[src/rtl/fetch_pkg.sv]
`timescale 1ns/1ps
package fetch_pkg;
    localparam int unsigned PC_W    = 32;
    localparam int unsigned OFF_W   = 16;
    localparam int unsigned TGT_W   = 26;
    localparam int unsigned STEP    = 4;
    localparam int unsigned REGION_W = PC_W - TGT_W - 2;

    typedef logic [PC_W-1:0] pc_t;

    typedef enum logic [1:0] {
        SRC_SEQ    = 2'd0,
        SRC_BRANCH = 2'd1,
        SRC_JUMP   = 2'd2
    } pc_src_e;

    typedef struct packed {
        pc_t pc;
    } fetch_state_t;

    function automatic pc_t scaled_offset(input logic [OFF_W-1:0] off);
        return {{(PC_W-OFF_W-2){off[OFF_W-1]}}, off, 2'b00};
    endfunction
endpackage

[src/rtl/fetch_rom.sv]
`timescale 1ns/1ps
module fetch_rom #(
    parameter int unsigned IDX_W = 8,
    parameter logic [31:0] SEED  = 32'h1234_5678,
    parameter logic [31:0] MULT  = 32'h9E37_79B1
) (
    input  logic [IDX_W-1:0] idx,
    output logic [31:0]      word
);
    localparam int unsigned PAD_W = 32 - IDX_W;

    logic [31:0] idx_ext;
    logic [31:0] product;

    always_comb begin
        idx_ext = {{PAD_W{1'b0}}, idx};
        product = idx_ext * MULT;
        word    = product ^ SEED;
    end
endmodule

[src/rtl/fetch_src_sel.sv]
`timescale 1ns/1ps
module fetch_src_sel
    import fetch_pkg::*;
(
    input  logic    br_sel,
    input  logic    alu_zero,
    input  logic    jump,
    output pc_src_e src
);
    logic br_taken;

    always_comb begin
        br_taken = br_sel & alu_zero;
        if (jump)
            src = SRC_JUMP;
        else if (br_taken)
            src = SRC_BRANCH;
        else
            src = SRC_SEQ;
    end
endmodule

[src/rtl/fetch_npc.sv]
`timescale 1ns/1ps
module fetch_npc
    import fetch_pkg::*;
(
    input  pc_t              pc_cur,
    input  logic [TGT_W-1:0] tgt_field,
    input  pc_src_e          src,
    output pc_t              pc_next
);
    pc_t              seq_pc;
    pc_t              br_pc;
    pc_t              jmp_pc;
    logic [OFF_W-1:0] off_field;

    always_comb begin
        off_field = tgt_field[OFF_W-1:0];
        seq_pc    = pc_cur + pc_t'(STEP);
        br_pc     = seq_pc + scaled_offset(off_field);
        jmp_pc    = {seq_pc[PC_W-1 -: REGION_W], tgt_field, 2'b00};
        unique case (src)
            SRC_BRANCH: pc_next = br_pc;
            SRC_JUMP:   pc_next = jmp_pc;
            default:    pc_next = seq_pc;
        endcase
    end
endmodule

[src/rtl/fetch_unit.sv]
`timescale 1ns/1ps
module fetch_unit
    import fetch_pkg::*;
#(
    parameter int unsigned IMEM_IDX_W = 8,
    parameter logic [31:0] ROM_SEED   = 32'h1234_5678
) (
    input  logic        clk,
    input  logic        rst,
    input  logic        br_sel,
    input  logic        alu_zero,
    input  logic        jump,
    output logic [31:0] pc,
    output logic [31:0] instr
);
    localparam int unsigned IDX_LO = 2;
    localparam int unsigned IDX_HI = IMEM_IDX_W + 1;

    fetch_state_t     state_d;
    fetch_state_t     state_q;
    pc_src_e          src;
    pc_t              pc_next;
    logic [31:0]      word;
    logic [IMEM_IDX_W-1:0] rd_idx;

    assign rd_idx = state_q.pc[IDX_HI:IDX_LO];

    fetch_rom #(
        .IDX_W (IMEM_IDX_W),
        .SEED  (ROM_SEED)
    ) u_rom (
        .idx  (rd_idx),
        .word (word)
    );

    fetch_src_sel u_sel (
        .br_sel   (br_sel),
        .alu_zero (alu_zero),
        .jump     (jump),
        .src      (src)
    );

    fetch_npc u_npc (
        .pc_cur    (state_q.pc),
        .tgt_field (word[TGT_W-1:0]),
        .src       (src),
        .pc_next   (pc_next)
    );

    always_comb begin
        state_d    = state_q;
        state_d.pc = pc_next;
    end

    always_ff @(posedge clk) begin
        if (rst)
            state_q <= '0;
        else
            state_q <= state_d;
    end

    assign pc    = state_q.pc;
    assign instr = word;
endmodule

[config.mk]
export PLATFORM = sky130hd
export DESIGN_NAME = fetch_unit
export DESIGN_NICKNAME = d
export VERILOG_FILES = /design/src/rtl/fetch_pkg.sv /design/src/rtl/fetch_rom.sv /design/src/rtl/fetch_src_sel.sv /design/src/rtl/fetch_npc.sv /design/src/rtl/fetch_unit.sv
export SDC_FILE = /design/constraint.sdc
export NUM_CORES = 1
export LEC_CHECK = 0
export BUFFER_PORTS_ARGS = -buffer_cell sky130_fd_sc_hd__buf_2
export CORE_MARGIN = 2
export CORE_UTILIZATION = 33
export DETAILED_ROUTE_END_ITERATION = 6
export MAX_ROUTING_LAYER = met4
export PLACE_DENSITY_LB_ADDON = 0.15
export SLEW_MARGIN = 40
export SYNTH_ARGS = -nofsm -noshare
export SYNTH_HDL_FRONTEND = slang
export SYNTH_SLANG_ARGS = --single-unit
[constraint.sdc]
create_clock -name clk -period 7.2 [get_ports clk]
set_input_delay 0.72 -clock clk [delete_from_list [all_inputs] [get_ports clk]]
set_output_delay 0.72 -clock clk [all_outputs]
set_load 0.1 [all_outputs]
==> impl_metrics.py, run 1 <==
metrics = {
    "layout": {
        "final_nets": 1012,
        "antenna_cells": 0,
        "areaGrowthSynthToFinish_pct": 12.7,
        "largest_register_ffs": 30,
        "drive_gt1_share_pct": 14.2,
        "final_common_cell": "ha_1",
        "fill_cells": 2088,
        "final_cell_mix": "94 x ha_1, 78 x inv_1, 65 x buf_2, 62 x a21oi_1, 59 x nor2_1",
    },
    "floorplanning": {
        "num_rows": 51,
        "start_util_pct": 33.9,
        "fp.dieW_um": 146,
        "io_pins": 69,
        "die_h_um": 146,
        "fp.coreArea_mm2": 0.0197,
        "dieArea_mm2": 0.0213,
    },
    "placement": {
        "portBuffers": 66,
        "place_congestion": 0.921,
        "dp.final_hpwl_mm": 17.0,
    },
    "global_routing": {
        "grt_pass1_vias": 5940,
        "grt_use_total_pct": 20.5,
        "antenna_found_initial": 0,
        "grt_pass1_wl_mm": 33.4,
        "gr-total-overflow": 0,
        "grt_max_degree": 31,
    },
    "logic_synthesis": {
        "syn-cell-area_mm2": 0.00666,
        "synth_compound_area_share_pct": 22.6,
        "synth_top_family_by_area": "adder cells",
        "synth_xor_area_share_pct": 10.4,
        "synthArstFlopShare_pct": 0,
        "synth_top_flop_cell": "dfxtp_1",
        "avgSynthCellArea_um2": 8.32,
        "synthSimpleGateAreaFrac_pct": 15.8,
        "synth_mux_area_share_pct": 1.43,
        "yosys_warnings": 0,
        "ys_types": 73,
        "synth-edff-count": 0,
        "seq_area_frac_synth_pct": 9.02,
        "syn_inst": 800,
        "synth_seq_cells": 30,
        "synth_fa_ha_area_share_pct": 34.2,
    },
    "critical_path": {
        "startpoint_type": "flip-flop",
        "startpoint": "pc[8]",
        "reg2reg_from": "pc[8]",
        "end_kind": "output pin",
        "cp_data_arrival_time_ns": 6.02,
        "reg2reg_to": "pc[31]",
        "reg2reg_depth": 25,
        "worstPathMaxFanout": 8,
        "reg2reg_slack_ns": 0.80,
        "critPathCapture": "instr[30]",
        "critical_path_class": "reg -> out",
        "crit_required_ns": 6.48,
    },
    "run_status": {
        "outcome": "complete, no violations",
    },
    "timing": {
        "max_slew_margin_pct": 53.7,
        "skew_ns": 0.00817,
        "setup_viol": 0,
        "hold_viol": 0,
        "holdWs_ns": 0.690,
        "layout_min_cycle_time_ns": 6.74,
        "rsz0062_at_grt": "false",
        "post-route-period-util_pct": 93.7,
        "tightest_slew_ns": 0.695,
        "finalSetupTns_ns": 0,
        "fmax_mhz": 148,
        "slew_viol_final": 0,
    },
    "clocking": {
        "cts_hold_buf": 0,
        "clkSinkCount": 30,
        "cts_tree": "built",
        "postCtsSetupBuffers": 0,
        "insertion_delay_ns": 0.29,
        "post_cts_resized": 0,
        "htree_levels": 2,
        "clkTransAtPathRegs_ns": 0.06,
        "cts-root-buf": "clkbuf_16",
        "cts_max_path_buffers": 2,
        "numCtsBuffers": 5,
    },
    "hold_path": {
        "hp-class": "reg -> reg",
        "min_path_cells": 3,
    },
    "detailed_routing": {
        "drt_iter0_drc": 359,
        "firstDrtPassIters": 5,
        "wl_mm": 20.9,
        "viasPerCell": 5.27,
        "avgRoutedWirePerCell_um": 18.6,
        "drc": 0,
        "ant_nets": 0,
        "num_vias": 5922,
    },
    "flow_run": {
        "max_cap_violations": 0,
    },
}
[worst max-delay path: stages (launching register included)]
cell	delay, ns
dfxtp_1	0.50
inv_1	0.12
ha_1	0.34
xnor2_1	0.36
ha_1	0.21
nand2b_1	0.11
fa_1	0.44
fa_1	0.47
ha_1	0.44
a21o_1	0.24
a21o_1	0.17
a21o_1	0.21
a211o_1	0.31
o221ai_2	0.23
a211oi_1	0.15
or3_1	0.42
a31o_1	0.22
a21oi_1	0.22
xnor2_2	0.13
buf_2	0.43
[cell type report]
cell class                      instances  area (um2)  area share [%]
Timing Repair Buffer                   76         408            5.44
Clock buffer                            7         143            1.90
Clock inverter                          1        5.00          0.0667
Inverter                               79         297            3.95
Tap cell                              265         332            4.42
Multi-Input combinational cell        666        5710            76.2
Sequential cell                        30         601            8.01
[kinds of logic after synthesis]
logic type / count (synthesis)
AO/OA/AOI/OAI: 221
AND/OR/NAND/NOR: 210
adder cells (fa/ha/maj): 149
buffers and inverters: 105
XOR/XNOR: 76
flip-flops: 30
multiplexers: 8
other: 1
[worst min-delay path by stage]
stage,from,end
after floorplan,rst,pc[30]
after global placement,pc[16],pc[16]
after detailed placement,pc[14],pc[14]
after CTS,pc[28],pc[28]
after global routing,pc[16],pc[16]
final,pc[28],pc[28]
[per-stage QoR]
step                      cell area (um2)  instances  utilization (%)  setup slack, ns
final                                7500       1124             38.2            0.457
after global routing                 7500       1124             38.2           0.0900
after CTS                            7500       1124             38.1            0.403
after detailed placement             7350       1116             37.4            0.761
after global placement               7350       1116             37.4            0.805
after floorplan                      6740        801                -           0.0350
[Yosys cell counts (3+ instances only)]
cell       n  share of area (%)
a21o_1    30                3.4
nand4_1   15                1.4
o22ai_1    4               0.38
a21oi_1   62                4.7
a311oi_1   3               0.39
a211o_1    7               0.92
nand3_1   20                1.5
xor2_1    19                2.5
or3_1      5               0.47
nor2_1    59                3.3
nand2_1   50                2.8
fa_1      55                 17
xnor2_1   54                7.1
nor2b_1    6               0.56
inv_1     79                4.5
o211ai_1   4               0.45
and3_1     7               0.66
a211oi_1  19                2.1
dfxtp_1   30                9.0
a31oi_1    8               0.75
o21a_1     5               0.56
or2_2      7               0.66
buf_4      6               0.68
and4_1     6               0.79
o31ai_1    5               0.56
o211a_1    4               0.60
and2_1     6               0.56
mux2i_1    5               0.75
o21ai_0   36                2.7
ha_1      94                 18
o21bai_1   3               0.34
nand2b_1   9               0.85
clkbuf_1  16               0.90
nor3_1    14                1.1
[per-layer routing]
metal / vias up / share of wire [%] / global-route usage (%)
met3: 25 / 4.1 / 1.94
met4: 0 / 2.1 / 5.92
met2: 135 / 45 / 32.0
li1: 2947 / - / -
met1: 2815 / 49 / 28.4
met5: - / 0 / -
Power of run 1 is left out: the tool's default activity adds up to more than one toggle a clock period on the data nets, which glitch-free logic cannot reach.
==> run 2: changes to the inputs <==
--- a/config.mk
+++ b/config.mk
@@ -7,7 +7,7 @@
 export LEC_CHECK = 0
 export BUFFER_PORTS_ARGS = -buffer_cell sky130_fd_sc_hd__buf_2
 export CORE_MARGIN = 2
-export CORE_UTILIZATION = 33
+export CORE_UTILIZATION = 30
 export DETAILED_ROUTE_END_ITERATION = 6
 export MAX_ROUTING_LAYER = met4
 export PLACE_DENSITY_LB_ADDON = 0.15
==> run 2 against run 1 <==
Against the previous run:
- cell area about the same
- count of clock-buffer cells in the layout unchanged
- sequential cell count unchanged
- critical path type unchanged
- highest routed layer unchanged
- register-to-register slack about the same
==> impl_metrics.py, run 2 (synthesis gave the netlist of run 1 again) <==
metrics = {
    "detailed_routing": {
        "viasPerCell": 5.17,
        "avgRoutedWirePerCell_um": 18.5,
        "num_vias": 5882,
        "drc": 0,
        "firstDrtPassIters": 4,
        "wl_mm": 21.1,
        "drt_iter0_drc": 331,
        "ant_nets": 0,
    },
    "timing": {
        "slew_viol_final": 0,
        "max_slew_margin_pct": 49.0,
        "fmax_mhz": 147,
        "finalSetupTns_ns": 0,
        "tightest_slew_ns": 0.761,
        "rsz0062_at_grt": "false",
        "hold_viol": 0,
        "skew_ns": 0.00807,
        "post-route-period-util_pct": 94.4,
        "layout_min_cycle_time_ns": 6.80,
        "setup_viol": 0,
    },
    "layout": {
        "antenna_cells": 0,
        "areaGrowthSynthToFinish_pct": 12.7,
        "largest_register_ffs": 30,
        "final_common_cell": "ha_1",
        "fill_cells": 2314,
        "regArea_um2": 601,
        "final_nets": 1012,
        "drive_gt1_share_pct": 14.0,
        "final_cell_mix": "94 x ha_1, 78 x inv_1, 66 x buf_2, 62 x a21oi_1, 59 x nor2_1",
        "multi_input_area_mm2": 0.00571,
    },
    "critical_path": {
        "crit_chain": "ha_1 > inv_1 > fa_1 > fa_1 > inv_1 > fa_1 > ha_1 > a21oi_1 > o22ai_1 > a211o_1 > a211oi_1 > o31ai_1 > a31oi_1 > o211ai_1 > a31o_2 > a21oi_1 > xnor2_2 > buf_2",
        "crit_required_ns": 6.48,
        "critical_path.slowest_cell": "dfxtp_1",
        "critPathBufInv": 3,
        "end_kind": "output pin",
        "startpoint_type": "flip-flop",
        "reg2reg_depth": 22,
        "crit_family": "adder cells",
        "critical_path_class": "reg -> out",
        "cp_data_arrival_time_ns": 6.08,
        "crit_top_cell": "fa_1",
        "worstPathMaxFanout": 10,
        "critPathMaxStageDelay_ns": 0.61,
        "path_depth": 18,
    },
    "clocking": {
        "post_cts_resized": 0,
        "cts-root-buf": "clkbuf_16",
        "clkTransAtPathRegs_ns": 0.05,
        "numCtsBuffers": 5,
        "htree_levels": 2,
        "postCtsSetupBuffers": 0,
        "cts_hold_buf": 0,
        "cts_max_path_buffers": 2,
        "cts_tree": "built",
        "insertion_delay_ns": 0.29,
        "clkSinkCount": 30,
    },
    "global_routing": {
        "grt_pass1_vias": 5953,
        "gr-total-overflow": 0,
        "grt_pass1_wl_mm": 33.6,
        "grt_use_total_pct": 18.6,
        "antenna_found_initial": 0,
        "grt_max_degree": 31,
    },
    "floorplanning": {
        "fp.coreArea_mm2": 0.0218,
        "num_rows": 54,
        "start_util_pct": 30.5,
        "io_pins": 69,
        "die_h_um": 153,
        "dieArea_mm2": 0.0234,
        "fp.dieW_um": 153,
    },
    "placement": {
        "portBuffers": 66,
        "place_congestion": 0.884,
        "dp.final_hpwl_mm": 17.6,
    },
    "hold_path": {
        "hp-class": "reg -> reg",
        "min_path_cells": 2,
    },
    "flow_run": {
        "max_cap_violations": 0,
    },
    "run_status": {
        "outcome": "complete, no violations",
    },
}
run 2: cell count changes in the layout (fill, tap and decap cells not counted):
cell	previous run	this run
clkbuf_1	1	2
buf_2	65	66
clkinv_2	1	0
clkbuf_8	1	0
clkbuf_4	1	0
run 2: metrics by stage:
step / worst slack, ns / hold WS (ns) / std cells / cell area (um2) / utilization [%]
4_1_cts: 0.362 / 0.632 / 1138 / 7500 / 34.4
2_1_floorplan: 0.0350 / 0.963 / 801 / 6740 / -
3_5_place_dp: 0.721 / 0.621 / 1131 / 7370 / 33.8
5_1_grt: 0.0669 / 0.647 / 1138 / 7500 / 34.4
3_3_place_gp: 0.714 / 0.606 / 1131 / 7370 / 33.8
6_report: 0.404 / 0.631 / 1138 / 7500 / 34.4
run 2: worst min-delay path, stage by stage (launching register included):
cell and delay [ns]:
dfxtp_1 0.42, nand2_1 0.10, a21oi_1 0.06
run 2: final timing paths:
check / startpoint / to / slack [ns]
worst max-delay path: pc[7] / instr[31] / 0.40
worst min-delay path: pc[3] / pc[3] / 0.63
worst max register to register: pc[7] / pc[31] / 0.79
worst min register to register: pc[3] / pc[3] / 0.63
run 2: final cells by class:
class,instances,area share [%]
Clock buffer,7,1.77
Sequential cell,30,8.01
Tap cell,280,4.67
Inverter,79,3.95
Timing Repair Buffer,76,5.41
Multi-Input combinational cell,666,76.2
run 2: layer usage:
layer	wire [um]	vias up	track usage, %	share of wire [%]
met3	533	20	1.53	2.5
met4	295	0	3.97	1.4
met2	10100	92	31.5	48
met1	10200	2822	24.4	48
li1	-	2948	-	-
met5	0	-	-	0
Power of run 2 is left out for the same reason.
==> run 3: changes to the inputs <==
--- a/config.mk
+++ b/config.mk
@@ -6,6 +6,7 @@
 export NUM_CORES = 1
 export LEC_CHECK = 0
 export BUFFER_PORTS_ARGS = -buffer_cell sky130_fd_sc_hd__buf_2
+export CORE_ASPECT_RATIO = 1.75
 export CORE_MARGIN = 2
 export CORE_UTILIZATION = 30
 export DETAILED_ROUTE_END_ITERATION = 6
==> run 3 against run 2 <==
Against the previous run:
- clock skew shrank 0.0027 ns
- register-to-register slack improved by 0.04 ns
- largest cell class unchanged
- global-route usage is 2.1 points higher
- count of clock-buffer cells in the layout did not move
- sequential cell count unchanged
- worst hold slack improved by 0.052 ns
- die area grew 0.20%
- final cell count up 1.7%
- critical path type unchanged
- highest routed layer unchanged
- core utilization is essentially flat
==> impl_metrics.py, run 3 (synthesis gave the netlist of run 1 again) <==
metrics = {
    "run_status": {
        "outcome": "complete, no violations",
    },
    "timing": {
        "finalSetupTns_ns": 0,
        "layout_min_cycle_time_ns": 6.84,
        "hold_viol": 0,
        "skew_ns": 0.00537,
        "rsz0062_at_grt": "false",
        "post-route-period-util_pct": 95.0,
        "fmax_mhz": 146,
        "tightest_slew_ns": 0.803,
        "max_slew_margin_pct": 46.3,
        "setup_viol": 0,
        "slew_viol_final": 0,
    },
    "floorplanning": {
        "fp.coreArea_mm2": 0.0220,
        "die_h_um": 201,
        "io_pins": 69,
        "start_util_pct": 30.3,
        "fp.dieW_um": 117,
        "dieArea_mm2": 0.0234,
        "num_rows": 72,
    },
    "layout": {
        "areaGrowthSynthToFinish_pct": 13.6,
        "largest_register_ffs": 30,
        "postLayoutCoreUtil_pct": 34.4,
        "final_nets": 1014,
        "drive_gt1_share_pct": 14.4,
        "antenna_cells": 0,
        "final_common_cell": "ha_1",
        "fin_area_mm2": 0.00756,
        "final_cell_mix": "93 x ha_1, 79 x inv_1, 66 x buf_2, 62 x a21oi_1, 59 x nor2_1",
    },
    "clocking": {
        "postCtsSetupBuffers": 0,
        "clkSinkCount": 30,
        "numCtsBuffers": 5,
        "cts_tree": "built",
        "cts_max_path_buffers": 2,
        "htree_levels": 2,
        "insertion_delay_ns": 0.30,
        "cts_hold_buf": 0,
        "clkTransAtPathRegs_ns": 0.06,
        "post_cts_resized": 0,
        "cts-root-buf": "clkbuf_16",
    },
    "critical_path": {
        "reg2reg_depth": 21,
        "end_kind": "output pin",
        "worstPathMaxFanout": 8,
        "crit_required_ns": 6.48,
        "critical_path_class": "reg -> out",
        "reg2reg_slack_ns": 0.83,
        "cp_data_arrival_time_ns": 6.12,
        "startpoint_type": "flip-flop",
    },
    "placement": {
        "dp.final_hpwl_mm": 19.0,
        "dpl_cell_area_mm2": 0.00741,
        "place_congestion": 0.886,
        "portBuffers": 66,
    },
    "detailed_routing": {
        "drt_iter0_drc": 234,
        "wl_mm": 22.8,
        "ant_nets": 0,
        "num_vias": 5956,
        "drc": 0,
        "avgRoutedWirePerCell_um": 19.7,
        "firstDrtPassIters": 5,
        "viasPerCell": 5.15,
    },
    "hold_path": {
        "min_path_cells": 3,
        "hp-class": "reg -> reg",
    },
    "global_routing": {
        "grt_use_total_pct": 20.7,
        "antenna_found_initial": 0,
        "grt_pass1_wl_mm": 35.6,
        "grt_pass1_vias": 6255,
        "gr-total-overflow": 0,
        "grt_max_degree": 31,
    },
    "flow_run": {
        "max_cap_violations": 0,
    },
}
## run 3: cell types whose count changed in the layout (fill, tap and decap cells not counted)
cell	before	now
buf_4	10	12
clkbuf_1	2	1
clkbuf_8	0	1
clkinv_2	0	1
ha_1	94	93
ha_2	0	1
inv_1	78	79
inv_2	1	0
xnor2_2	11	10
xnor2_4	0	1
## run 3: area by class of cell
type | instances | area [um2]
tap | 296 | 370
multi-input combinational | 666 | 5730
clock buffer | 7 | 143
clock inverter | 1 | 5.00
sequential | 30 | 601
timing repair buffer | 78 | 420
inverter | 79 | 297
fill | 2422 | 14400
## run 3: critical path: stages, from the launching register on
cell      delay, ns
dfxtp_1        0.57
fa_1           0.62
ha_1           0.38
fa_1           0.54
fa_1           0.42
ha_1           0.48
a21o_1         0.25
a21o_1         0.17
a21o_1         0.21
a211o_1        0.31
o221ai_2       0.25
a211oi_1       0.17
or3_1          0.43
a31o_1         0.23
a21oi_1        0.22
xnor2_2        0.13
buf_2          0.44
## run 3: through the flow
| step | std cells | hold WS (ns) | setup slack (ns) |
|---|---|---|---|
| floorplan | 801 | 0.963 | 0.0350 |
| global placement | 1149 | 0.679 | 0.716 |
| detailed placement | 1149 | 0.678 | 0.688 |
| CTS | 1157 | 0.689 | 0.321 |
| global route | 1157 | 0.728 | 0.0334 |
| finish | 1157 | 0.682 | 0.360 |
## run 3: path summary, 6_finish.rpt
check | from | end
setup / recovery | pc[6] | instr[30]
hold / removal | pc[31] | pc[31]
setup reg to reg | pc[9] | pc[30]
hold reg to reg | pc[31] | pc[31]
## run 3: routing by layer
| layer | vias up | global-route usage (%) | part of all wire, % |
|---|---|---|---|
| li1 | 2959 | - | - |
| met1 | 2842 | 21.7 | 38 |
| met2 | 105 | 38.0 | 55 |
| met3 | 50 | 2.14 | 2.7 |
| met4 | 0 | 9.29 | 4.3 |
| met5 | - | - | 0 |
Power of run 3 is left out for the same reason.
